==> config.mk <==
export PLATFORM = sky130hd
export DESIGN_NAME = irq_vector_ctrl
export DESIGN_NICKNAME = d
export VERILOG_FILES = /design/src/rtl/irq_vc_pkg.sv /design/src/rtl/irq_sync.sv /design/src/rtl/irq_pend.sv /design/src/rtl/irq_arb.sv /design/src/rtl/irq_vector_ctrl.sv
export SDC_FILE = /design/constraint.sdc
export NUM_CORES = 1
export LEC_CHECK = 0
export ABC_CLOCK_PERIOD_IN_PS = 3300
export BUFFER_PORTS_ARGS = -buffer_cell sky130_fd_sc_hd__buf_4
export CAP_MARGIN = 20
export CELL_PAD_IN_SITES_DETAIL_PLACEMENT = 1
export CELL_PAD_IN_SITES_GLOBAL_PLACEMENT = 1
export CORE_MARGIN = 3
export CORE_UTILIZATION = 40
export CTS_CLUSTER_DIAMETER = 30
export DETAILED_ROUTE_END_ITERATION = 10
export PLACE_DENSITY = 0.77
export SLEW_MARGIN = 5
export SYNTH_ARGS = -nofsm -noshare
export SYNTH_HDL_FRONTEND = slang
export SYNTH_SLANG_ARGS = --single-unit
==> constraint.sdc <==
create_clock -name clk -period 3.3 [get_ports clk]
set_input_delay 0.33 -clock clk [delete_from_list [all_inputs] [get_ports clk]]
set_output_delay 0.33 -clock clk [all_outputs]
set_load 0.005 [all_outputs]
==> src/rtl/irq_vc_pkg.sv <==
package irq_vc_pkg;
    localparam int NSRC       = 8;
    localparam int SRC_W      = $clog2(NSRC);
    localparam int VEC_W      = 16;
    localparam int DATA_W     = 16;
    localparam int VEC_STRIDE = 4;
    localparam int MASK_TOP   = 9;
    localparam logic [VEC_W-1:0] VEC_BASE = 16'h000C;

    typedef logic [NSRC-1:0]  src_vec_t;
    typedef logic [SRC_W-1:0] src_id_t;

    typedef enum logic [1:0] {
        SENS_NONE  = 2'd0,
        SENS_EDGE  = 2'd1,
        SENS_CFG   = 2'd2
    } sens_kind_t;

    typedef enum logic [1:0] {
        WR_FC   = 2'd0,
        WR_MASK = 2'd1,
        WR_CTRL = 2'd2
    } wr_target_t;

    typedef struct packed {
        logic       nest;
        logic [2:0] sense;
    } ctrl_t;

    typedef struct packed {
        logic    any;
        src_id_t id;
    } pick_t;

    function automatic sens_kind_t src_kind(input int k);
        case (k)
            0, 5, 6: return SENS_CFG;
            3, 4:    return SENS_NONE;
            default: return SENS_EDGE;
        endcase
    endfunction

    function automatic int cfg_bit(input int k);
        case (k)
            6:       return 0;
            5:       return 1;
            default: return 2;
        endcase
    endfunction

    function automatic pick_t lowest_set(input src_vec_t v);
        pick_t r;
        r = '0;
        for (int i = NSRC - 1; i >= 0; i--) begin
            if (v[i]) begin
                r.any = 1'b1;
                r.id  = src_id_t'(i);
            end
        end
        return r;
    endfunction

    function automatic logic [VEC_W-1:0] vec_of(input src_id_t id);
        return VEC_BASE + VEC_W'(id) * VEC_W'(VEC_STRIDE);
    endfunction
endpackage

==> src/rtl/irq_sync.sv <==
module irq_sync #(
    parameter int WIDTH  = 8,
    parameter int STAGES = 2
) (
    input  logic             clk,
    input  logic             rst,
    input  logic [WIDTH-1:0] line_n,
    output logic [WIDTH-1:0] level_n,
    output logic [WIDTH-1:0] fall
);
    logic [STAGES:0][WIDTH-1:0] chain;

    always_ff @(posedge clk) begin
        if (rst) begin
            chain <= '1;
        end else begin
            chain[0] <= line_n;
            for (int i = 1; i <= STAGES; i++) begin
                chain[i] <= chain[i-1];
            end
        end
    end

    assign level_n = chain[STAGES-1];
    assign fall    = chain[STAGES] & ~chain[STAGES-1];
endmodule

==> src/rtl/irq_pend.sv <==
module irq_pend
    import irq_vc_pkg::*;
(
    input  logic     clk,
    input  logic     rst,
    input  src_vec_t edge_en,
    input  src_vec_t level_en,
    input  src_vec_t fall,
    input  src_vec_t level_n,
    input  src_vec_t force_set,
    input  src_vec_t clr,
    input  src_vec_t ack_bit,
    output src_vec_t eff
);
    src_vec_t pend_q;
    src_vec_t pend_d;
    src_vec_t edge_hit;

    assign edge_hit = fall & edge_en;
    assign pend_d   = (pend_q | edge_hit | force_set) & ~clr & ~ack_bit;
    assign eff      = pend_q | edge_hit | (~level_n & level_en);

    always_ff @(posedge clk) begin
        if (rst) pend_q <= '0;
        else     pend_q <= pend_d;
    end

    for (genvar i = 0; i < NSRC; i++) begin : g_chk

        clear_wins_chk: assert property (@(posedge clk) disable iff (rst)
            clr[i] |=> !pend_q[i]);

        force_sets_chk: assert property (@(posedge clk) disable iff (rst)
            force_set[i] && !clr[i] && !ack_bit[i] |=> pend_q[i]);

        ack_clears_chk: assert property (@(posedge clk) disable iff (rst)
            ack_bit[i] |=> !pend_q[i]);
    end
endmodule

==> src/rtl/irq_arb.sv <==
module irq_arb
    import irq_vc_pkg::*;
(
    input  logic             clk,
    input  logic             rst,
    input  src_vec_t         eff,
    input  src_vec_t         mask,
    input  logic             nest,
    input  logic             ack,
    input  logic             done,
    output logic             vld,
    output logic [VEC_W-1:0] vec,
    output src_vec_t         ack_bit
);
    src_vec_t in_svc_q;
    src_vec_t in_svc_d;
    pick_t    top;
    pick_t    svc;
    logic     allow;
    logic     take;

    assign top   = lowest_set(eff & mask);
    assign svc   = lowest_set(in_svc_q);
    assign allow = !svc.any || (nest && top.id < svc.id);
    assign vld   = top.any && allow;
    assign vec   = vld ? vec_of(top.id) : '0;
    assign take  = ack && vld;

    always_comb begin
        ack_bit  = '0;
        in_svc_d = in_svc_q;
        if (done && svc.any) in_svc_d[svc.id] = 1'b0;
        if (take) begin
            ack_bit[top.id]  = 1'b1;
            in_svc_d[top.id] = 1'b1;
        end
    end

    always_ff @(posedge clk) begin
        if (rst) in_svc_q <= '0;
        else     in_svc_q <= in_svc_d;
    end


    no_nest_block_chk: assert property (@(posedge clk) disable iff (rst)
        !nest && (in_svc_q != '0) |-> !vld);

    vec_slot_chk: assert property (@(posedge clk) disable iff (rst)
        vld |-> (vec[1:0] == 2'b00) && (vec >= VEC_BASE)
                && (vec <= VEC_BASE + VEC_W'((NSRC - 1) * VEC_STRIDE)));

    vec_idle_chk: assert property (@(posedge clk) disable iff (rst)
        !vld |-> vec == '0);

    take_records_chk: assert property (@(posedge clk) disable iff (rst)
        take |=> in_svc_q != '0);
endmodule

==> src/rtl/irq_vector_ctrl.sv <==
module irq_vector_ctrl
    import irq_vc_pkg::*;
#(
    parameter int SYNC_STAGES = 2
) (
    input  logic              clk,
    input  logic              rst,
    input  logic [NSRC-1:0]   req_n,
    input  logic              wr_en,
    input  logic [1:0]        wr_sel,
    input  logic [DATA_W-1:0] wr_data,
    input  logic              ack,
    input  logic              svc_done,
    output logic              irq_vld,
    output logic [VEC_W-1:0]  irq_vec
);
    ctrl_t    ctrl_q;
    src_vec_t mask_q;
    src_vec_t mask_d;
    src_vec_t edge_en;
    src_vec_t level_en;
    src_vec_t level_n;
    src_vec_t fall;
    src_vec_t force_set;
    src_vec_t clr;
    src_vec_t ack_bit;
    src_vec_t eff;
    logic     fc_wr;

    assign fc_wr     = wr_en && (wr_sel == WR_FC);
    assign clr       = fc_wr ? wr_data[NSRC-1:0] : '0;
    assign force_set = fc_wr ? wr_data[2*NSRC-1:NSRC] : '0;

    for (genvar k = 0; k < NSRC; k++) begin : g_src
        assign mask_d[k] = wr_data[MASK_TOP-k];
        if (src_kind(k) == SENS_EDGE) begin : g_edge
            assign edge_en[k]  = 1'b1;
            assign level_en[k] = 1'b0;
        end else if (src_kind(k) == SENS_CFG) begin : g_cfg
            assign edge_en[k]  = ctrl_q.sense[cfg_bit(k)];
            assign level_en[k] = ~ctrl_q.sense[cfg_bit(k)];
        end else begin : g_soft
            assign edge_en[k]  = 1'b0;
            assign level_en[k] = 1'b0;
        end
    end

    always_ff @(posedge clk) begin
        if (rst) begin
            mask_q <= '0;
            ctrl_q <= '0;
        end else if (wr_en) begin
            if (wr_sel == WR_MASK) mask_q <= mask_d;
            if (wr_sel == WR_CTRL) begin
                ctrl_q.sense <= wr_data[2:0];
                ctrl_q.nest  <= wr_data[4];
            end
        end
    end

    irq_sync #(.WIDTH(NSRC), .STAGES(SYNC_STAGES)) u_sync (
        .clk     (clk),
        .rst     (rst),
        .line_n  (req_n),
        .level_n (level_n),
        .fall    (fall)
    );

    irq_pend u_pend (
        .clk       (clk),
        .rst       (rst),
        .edge_en   (edge_en),
        .level_en  (level_en),
        .fall      (fall),
        .level_n   (level_n),
        .force_set (force_set),
        .clr       (clr),
        .ack_bit   (ack_bit),
        .eff       (eff)
    );

    irq_arb u_arb (
        .clk     (clk),
        .rst     (rst),
        .eff     (eff),
        .mask    (mask_q),
        .nest    (ctrl_q.nest),
        .ack     (ack),
        .done    (svc_done),
        .vld     (irq_vld),
        .vec     (irq_vec),
        .ack_bit (ack_bit)
    );


    masked_hidden_chk: assert property (@(posedge clk) disable iff (rst)
        irq_vld |-> mask_q[(irq_vec - VEC_BASE) >> 2]);

    soft_no_line_chk: assert property (@(posedge clk) disable iff (rst)
        (edge_en[3] | edge_en[4] | level_en[3] | level_en[4]) == 1'b0);
endmodule

==> results of run 1 <==
registers in the layout (all words and copies together) (netlist names):
| name | count |
|---|---|
| ctrl_q | 4 |
| u_sync.chain | 12 |
| mask_q | 8 |
| u_arb.in_svc_q | 8 |
| u_sync.level_n | 6 |
| u_pend.pend_q | 8 |
metrics by stage:
step | hold slack, ps | TNS (ps)
after floorplan | 389 | 0
after detailed placement | 398 | 0
after global routing | 188 | -36.5
after global placement | 391 | 0
after CTS | 191 | 0
final | 202 | 0
report_power, final:
group	internal, µW	total, µW	switching (µW)
clock network	149	352	203
registers	574	585	10.9
logic	64.7	125	60.7
total	787	1060	274
critical path, cell delays in order (launching register included):
cell	delay, ps
dfxtp_1	360
or3b_1	400
o211ai_4	130
and2_4	220
and3_4	200
ha_1	250
o21a_1	170
o211ai_2	210
a21oi_2	80
nor4_1	310
buf_4	170
kinds of logic (layout without fill, tap and decap cells):
kind of cell	after synthesis	count (layout)	share of synthesized area, %
flops	46	46	40.9
simple gates	93	93	24.0
mux	12	12	5.34
compound gates	64	64	22.5
fa+ha+maj	1	1	0.556
xor+xnor	1	1	0.389
other cells	1	12	0.167
buf+inv	25	57	6.17
final cells by class:
class / instances / area, µm²
multi-input cells: 183 / 1300
fillers: 637 / 2520
repair buffers: 43 / 323
flip-flops and latches: 46 / 922
well taps: 70 / 87.6
clock inverters: 3 / 21.3
inverters: 6 / 22.5
clock buffers: 5 / 68.8
timing repair:
action	4_1_cts	5_1_grt
buffers inserted	0	4
pin swaps	1	4
cloned	0	0
resized for setup	1	11
setup endpoints to repair	2	5
final timing paths:
path / startpoint / end / slack (ps) / cells after the start
worst max-delay path: ctrl_q[2]$_SDFFE_PP0P_ / irq_vec[4] / 170 / 10
worst min-delay path: req_n[1] / u_sync.chain[1]$_SDFF_PP1_ / 200 / 2
worst max register to register: ctrl_q[1]$_SDFFE_PP0P_ / u_pend.pend_q[6]$_SDFF_PP0_ / 550 / 10
worst min register to register: u_sync.chain[2]$_SDFF_PP1_ / u_sync.level_n[2]$_SDFF_PP1_ / 420 / 1
cell usage in the layout (no fill, tap or decap), types with 3 or more instances in the layout:
cell and n:
nor2b_1 6, dfxtp_1 45, and3_1 5, inv_1 6, nor2_1 20, a21oi_1 19
conb_1 12, and2_1 4, nand3_1 7, nand2_1 9, o21ai_0 7, o21a_1 3
clkbuf_8 5, or2_2 18, nor3_1 3, buf_4 43, o211ai_1 3, a211o_1 5
mux2i_1 12
per-layer routing:
| layer | GRT usage, % | up-vias |
|---|---|---|
| met3 | 4.21 | 8 |
| met1 | 22.8 | 921 |
| li1 | - | 935 |
| met5 | 0 | - |
| met2 | 32.4 | 51 |
| met4 | 7.94 | 0 |
==> flow_summary.json, run 1 <==
{
  "clkLatencyLatePin_ps": 300,
  "gp_congestion": 0.832,
  "drv_slew": 0,
  "diodes": 0,
  "stdcell_count": 356,
  "die_x_um": 81.0,
  "clock-sinks": 46,
  "core_area_um2": 5270,
  "synth.avg_cell_area_um2": 9.26,
  "grt_util_all_layers_pct": 19.0,
  "ant_nets": 0,
  "syn-cell-area_um2": 2250,
  "clk_transition_reported_paths_ps": 90,
  "cp.required_ps": 2970,
  "antenna_found_initial": 0,
  "post-route-min-period_ps": 3130,
  "synth.area.top_cells": "dfxtp_1 (41%), mux2i_1 (5.3%), or2_2 (5.0%), a21oi_1 (4.7%), buf_4 (4.0%)",
  "p_per_area_nw_per_um2": 386,
  "drcViolationCount": 0,
  "placedCellCount": 344,
  "crit_fanout": 10,
  "dr_total_vias": 1915,
  "ys.flop_type": "dfxtp_1",
  "die_area_um2": 6560,
  "p_leak_uw": 0.00117,
  "routed-wl-met3_um": 290,
  "cp-end-kind": "output port",
  "wl_per_cell_um": 15.8,
  "hpwl_um": 4320,
  "tightestPinTransition_ps": 595,
  "io_pins": 48,
  "m1WireLength_um": 2460,
  "synth_cell_types": 53,
  "yosys-top-cells-count": "dfxtp_1 (46), a21oi_1 (21), nor2_1 (20)",
  "first_pass_iters": 4,
  "yosys.area.top_type": "dfxtp_1",
  "drt_iter0_drc": 99,
  "post-route-period-util_pct": 94.9,
  "finalNetCount": 317,
  "grt_max_degree": 47,
  "cts_buffer_depth": 2,
  "synth_top_area_share_pct": 40.9,
  "synth_cells": 243,
  "rows": 26,
  "start_util_pct": 42.7,
  "vdd_drop_max_uv": 224,
  "cp.arrival_ps": 2800,
  "utilization_pct": 52.2,
  "wl_met2_um": 2790,
  "ys_seq_elements": 46,
  "die_h_um": 81.0,
  "layout_setup_ws_ps": 170,
  "setup_violations": 0,
  "synth-edff-count": 0,
  "ys_seq_area_share_pct": 40.9,
  "cts_tree": "built",
  "cts_buffers": 5,
  "cts_root_buf": "clkbuf_8",
  "fin_skew_ps": 8.91,
  "placed_cell_area_um2": 2560,
  "ys_async_sr_fraction_pct": 0,
  "first_global_vias": 1964,
  "area_growth_pct": 22.2,
  "finalWirelength_um": 5630,
  "hold_violations": 0,
  "grt_pass1_wl_um": 9360,
  "fmax_mhz": 319,
  "maxCapViolCount": 0,
  "yosysMostFrequentCell": "dfxtp_1",
  "cts_hold_buf": 0,
  "top_layer": "met4",
  "crit_type": "reg -> out",
  "place_ws_ps": 262,
  "final_area_um2": 2750,
  "grt_remaining_overflow": 0,
  "hp-class": "in -> reg",
  "htreeDepth": 2,
  "yosys_warnings": 0,
  "port_buffers": 33,
  "slew_headroom_pct": 60.2,
  "total_power_uw": 1060,
  "outcome": "completed",
  "layout-drive-gt1-share_pct": 32.5,
  "crit_path_start_kind": "flop",
  "detail_route.vias_per_cell": 5.38
}
Note: power is estimated with default switching activity, not from simulation.
==> run 2: changes to the inputs <==
- ABC_CLOCK_PERIOD_IN_PS: 3300 -> 3600
- BUFFER_PORTS_ARGS: -buffer_cell sky130_fd_sc_hd__buf_4 -> -buffer_cell sky130_fd_sc_hd__buf_2
- SLEW_MARGIN: 5 -> 10
- clock period: 3.3 -> 3.6 ns (I/O delays scaled with it)
==> flow_summary.json, run 2 (synthesis results as in run 1) <==
{
  "outcome": "completed",
  "final_common_cell": "dfxtp_1",
  "hold_violations": 0,
  "crit_type": "reg -> out",
  "start_util_pct": 42.7,
  "drt_iter0_drc": 60,
  "clkLatencyLatePin_ps": 300,
  "min_delay_path_depth": 2,
  "layout_common_cells": "dfxtp_1 (46), buf_2 (33), a21oi_1 (21), nor2_1 (20), or2_2 (18)",
  "htreeDepth": 2,
  "cts_buffer_depth": 2,
  "setup_violations": 0,
  "dr_total_vias": 1833,
  "grt_max_degree": 47,
  "finalNetCount": 309,
  "cts_resized": 0,
  "crit_fanout": 7,
  "maxCapViolCount": 0,
  "layout_setup_ws_ps": 188,
  "grt_util_all_layers_pct": 17.9,
  "clock-sinks": 46,
  "diodes": 0,
  "setup_tns_ps": 0,
  "cp.arrival_ps": 3050,
  "final_area_um2": 2540,
  "post-route-min-period_ps": 3410,
  "grt_remaining_overflow": 0,
  "layout-drive-gt1-share_pct": 27.7,
  "fillers": 661,
  "multi_input_area_um2": 1240,
  "post-route-period-util_pct": 94.8,
  "first_global_vias": 1864,
  "rows": 26,
  "crit_family": "simple AND/OR/NAND/NOR gates",
  "die_x_um": 81.0,
  "gp_congestion": 0.812,
  "die_h_um": 81.0,
  "die_area_um2": 6560,
  "hp-class": "in -> reg",
  "port_buffers": 33,
  "cts_setup_buffers": 0,
  "largest_reg_flops": 12,
  "grt_pass1_wl_um": 8910,
  "crit_path_start_kind": "flop",
  "r2r_cells": 10,
  "hpwl_um": 4110,
  "cts_hold_buf": 0,
  "cts_root_buf": "clkbuf_8",
  "rsz0062_at_grt": "false",
  "first_pass_iters": 4,
  "p_per_area_nw_per_um2": 374,
  "place_ws_ps": 547,
  "tightestPinTransition_ps": 731,
  "fmax_mhz": 293,
  "placed_cell_area_um2": 2440,
  "fin_skew_ps": 7.35,
  "area_growth_pct": 12.8,
  "path_depth": 11,
  "cts_tree": "built",
  "cp.required_ps": 3240,
  "drcViolationCount": 0,
  "slew_headroom_pct": 51.3,
  "cp_slowest_stage_delay_ps": 400,
  "antenna_found_initial": 0,
  "path_buf_inv": 1,
  "wl_per_cell_um": 15.5,
  "detail_route.vias_per_cell": 5.27,
  "cts_buffers": 5,
  "top_register": "u_sync.chain",
  "cp-end-kind": "output port",
  "vdd_drop_max_uv": 228,
  "ff_latch_area_um2": 921,
  "finalWirelength_um": 5380,
  "core_area_um2": 5270,
  "io_pins": 48,
  "crit_chain": "or3b_1, o211ai_4, and2_1, and3_1, ha_1, o21ai_1, a21oi_1, o211ai_2, o311ai_2, nor4_1, buf_2",
  "clk_transition_reported_paths_ps": 90,
  "ant_nets": 0,
  "slowest_stage": "or3b_1",
  "drv_slew": 0,
  "p_leak_uw": 0.00110
}
[run 2: cell count changes in the layout (fill, tap and decap cells not counted), sizes merged]
cell,previous run,this run
buf,43,35
inv,6,7
clkinvlp,1,0
[run 2: layout make-up]
type | instances | share of cell area (%)
Clock buffer | 5 | 2.71
Clock inverter | 3 | 0.739
Inverter | 6 | 0.887
Multi-Input combinational cell | 183 | 48.7
Sequential cell | 46 | 36.3
Tap cell | 70 | 3.45
Timing Repair Buffer | 35 | 7.24
[run 2: final timing paths]
path,slack (ps),start,endpoint
max,190,ctrl_q[2]$_SDFFE_PP0P_,irq_vec[4]
max reg2reg,750,ctrl_q[1]$_SDFFE_PP0P_,u_pend.pend_q[6]$_SDFF_PP0_
min,240,req_n[5],u_sync.chain[5]$_SDFF_PP1_
min reg2reg,420,u_sync.chain[2]$_SDFF_PP1_,u_sync.level_n[2]$_SDFF_PP1_
[run 2: per-layer routing]
metal	GRT usage (%)	wire length [µm]	vias up
met5	0	0	-
met4	6.08	75	0
met3	3.44	234	6
met2	31.1	2610	40
met1	22.0	2470	868
li1	-	-	919
[run 2: report_power, final]
group          internal (µW)  switching [µW]  total [µW]  leakage (µW)
clock                    137             181         318     0.0000483
combinational           45.2            51.8        97.0      0.000673
sequential               526            9.47         535      0.000376
total                    708             243         950       0.00110
[run 2: through the flow]
step	hold slack (ps)	instances	util, %	power, µW
floorplan	389	254	-	617
finish	239	348	48.2	950
global route	225	348	48.2	1000
CTS	227	347	48.0	964
detailed placement	397	339	46.3	644
global placement	391	339	46.3	640
==> run 3: changes to the inputs <==
- ABC_AREA: unset -> 1
- ABC_CLOCK_PERIOD_IN_PS: 3600 -> 4059
- CORE_UTILIZATION: 40 -> 35
- PLACE_DENSITY: 0.77 -> 0.72
- clock period: 3.6 -> 4.06 ns (I/O delays scaled with it)
==> flow_summary.json, run 3 <==
{
  "cp-end-kind": "output port",
  "largest_reg_flops": 12,
  "total_power_uw": 943,
  "first_pass_iters": 4,
  "outcome": "completed",
  "yosys.area_share.xor_xnor_pct": 0,
  "synth_top_area_share_pct": 40.4,
  "cts_resized": 0,
  "top_layer": "met4",
  "grt_max_degree": 27,
  "yosys.area_share.simple_pct": 25.9,
  "wl_per_cell_um": 13.5,
  "cts_buffers": 5,
  "utilization_pct": 41.1,
  "synth_cell_types": 33,
  "antenna_found_initial": 0,
  "grt_util_all_layers_pct": 16.1,
  "setup_tns_ps": 0,
  "synth.area.top_cells": "dfxtp_1 (40%), nand2_1 (9.2%), inv_1 (9.0%), a21oi_1 (4.8%), buf_4 (4.3%)",
  "dr_total_vias": 2004,
  "fmax_mhz": 308,
  "die_x_um": 86.8,
  "area_growth_pct": 10.5,
  "p_switching_uw": 250,
  "port_buffers": 33,
  "hold_violations": 0,
  "m1WireLength_um": 2760,
  "p_seq_share_pct": 50.6,
  "synth_top_family_by_area": "simple AND/OR/NAND/NOR gates",
  "final_common_cell": "nand2_1",
  "cp.required_ps": 3650,
  "cts_setup_buffers": 0,
  "rows": 28,
  "ys_async_sr_fraction_pct": 0,
  "p_leak_uw": 0.00124,
  "cp.arrival_ps": 2840,
  "post-route-period-util_pct": 80.0,
  "clock-sinks": 46,
  "yosysMostFrequentCell": "nand2_1",
  "synth_compound_area_share_pct": 15.6,
  "routed-wl-met3_um": 230,
  "layout_common_cells": "nand2_1 (56), inv_1 (55), dfxtp_1 (46), buf_2 (34), nor2_1 (24)",
  "cts_hold_buf": 0,
  "wl_met2_um": 2540,
  "drcViolationCount": 0,
  "clk_transition_reported_paths_ps": 90,
  "die_h_um": 86.8,
  "p_per_area_nw_per_um2": 374,
  "yosys_warnings": 0,
  "grt_pass1_wl_um": 9450,
  "post-route-min-period_ps": 3250,
  "ys_seq_area_share_pct": 40.4,
  "io_pins": 48,
  "synthAdderAreaFrac_pct": 0.548,
  "cts_root_buf": "clkbuf_8",
  "top_register": "u_sync.chain",
  "drv_slew": 0,
  "hp-class": "in -> reg",
  "cts_tree": "built",
  "diodes": 0,
  "p_int_uw": 693,
  "drt_iter0_drc": 52,
  "crit_type": "reg -> out",
  "swShare_pct": 26.5,
  "vdd_drop_max_uv": 138,
  "syn-cell-area_um2": 2280,
  "finalNetCount": 373,
  "gp_congestion": 0.838,
  "synth.area.mux_share_pct": 0,
  "clkLatencyLatePin_ps": 310,
  "start_util_pct": 37.2,
  "crit_fanout": 11,
  "clockPowerShare_pct": 37.6,
  "ys_seq_elements": 46,
  "fillers": 800,
  "grt_remaining_overflow": 0,
  "htreeDepth": 2,
  "maxCapViolCount": 0,
  "crit_path_start_kind": "flop",
  "synth.avg_cell_area_um2": 7.31,
  "hpwl_um": 4270,
  "synth-edff-count": 0,
  "ant_nets": 0,
  "tightestPinTransition_ps": 1000,
  "die_area_um2": 7530,
  "detail_route.vias_per_cell": 4.81,
  "yosys.area.top_type": "dfxtp_1",
  "core_area_um2": 6130,
  "fin_skew_ps": 13.0,
  "synth_cells": 312,
  "ys.flop_type": "dfxtp_1",
  "combPwrFrac_pct": 11.8,
  "rsz0062_at_grt": "false",
  "first_global_vias": 2056,
  "layout-drive-gt1-share_pct": 21.1,
  "cts_buffer_depth": 2,
  "finalWirelength_um": 5620,
  "yosys-top-cells-count": "nand2_1 (56), inv_1 (55), dfxtp_1 (46)",
  "setup_violations": 0,
  "slew_headroom_pct": 32.8
}
run 3: cell count changes after synthesis, moves of 5 or more:
cell and delta:
and3_1 -6, inv_1 +49, nor2b_1 -6, nand2_1 +47, o21ai_0 +9, or2_2 -6, a211o_1 -5, nand4_1 +9
mux2i_1 -12
run 3: critical path, stage by stage, from the launching register on:
cell	delay [ps]
dfxtp_1	350
inv_1	70
nand3_2	70
o211ai_1	130
a21oi_2	240
and2_1	200
nand2_2	100
inv_1	90
ha_1	220
a21boi_2	150
nand2_1	60
nand2_1	60
nand2_2	190
nand2_1	170
nor4_1	260
buf_2	170
run 3: area by class of cell:
class | count | area (µm²) | share of cell area [%]
multi-input cells | 197 | 1010 | 40.0
flip-flops and latches | 46 | 921 | 36.5
inverters | 57 | 214 | 8.49
repair buffers | 34 | 170 | 6.75
well taps | 75 | 93.8 | 3.72
clock buffers | 5 | 68.8 | 2.73
clock inverters | 3 | 43.8 | 1.74
run 3: path summary, 6_finish.rpt:
| check | cells after the start | to | slack [ps] | start |
|---|---|---|---|---|
| min | 2 | u_sync.chain[5]$_SDFF_PP1_ | 280 | req_n[5] |
| max reg2reg | 15 | u_pend.pend_q[6]$_SDFF_PP0_ | 1650 | u_sync.level_n[0]$_SDFF_PP1_ |
| max | 15 | irq_vec[4] | 810 | u_sync.level_n[0]$_SDFF_PP1_ |
| min reg2reg | 1 | u_sync.level_n[7]$_SDFF_PP1_ | 420 | u_sync.chain[7]$_SDFF_PP1_ |
run 3: stage by stage:
stage / cells / worst slack (ps) / hold WS [ps] / cell area, µm²
after floorplan: 323 / 1800 / 389 / 2320
after global placement: 408 / 1190 / 391 / 2400
after detailed placement: 408 / 1140 / 399 / 2400
after CTS: 416 / 780 / 270 / 2520
after global routing: 417 / 496 / 266 / 2520
final: 417 / 812 / 275 / 2520
run 3: routing by layer:
layer,up-vias,track usage [%]
li1,1027,-
met1,932,20.7
met2,36,26.8
met3,9,3.23
met4,0,5.10
met5,-,0
run 3: power groups by stage:
| stage | Clock [µW] | Sequential, µW | Combinational (µW) |
|---|---|---|---|
| after CTS | 365 | 478 | 111 |
| after global routing | 380 | 480 | 128 |
| final | 355 | 477 | 111 |
| after floorplan | 0 | 485 | 90.3 |
| after detailed placement | 0 | 488 | 110 |
| after global placement | 0 | 487 | 107 |
run 3: kinds of logic after synthesis:
| group | Yosys count |
|---|---|
| other | 1 |
| and+or+nand+nor | 126 |
| adders and majority gates | 1 |
| buffers and inverters | 80 |
| DFF | 46 |
| AOI/OAI and AO/OA | 58 |
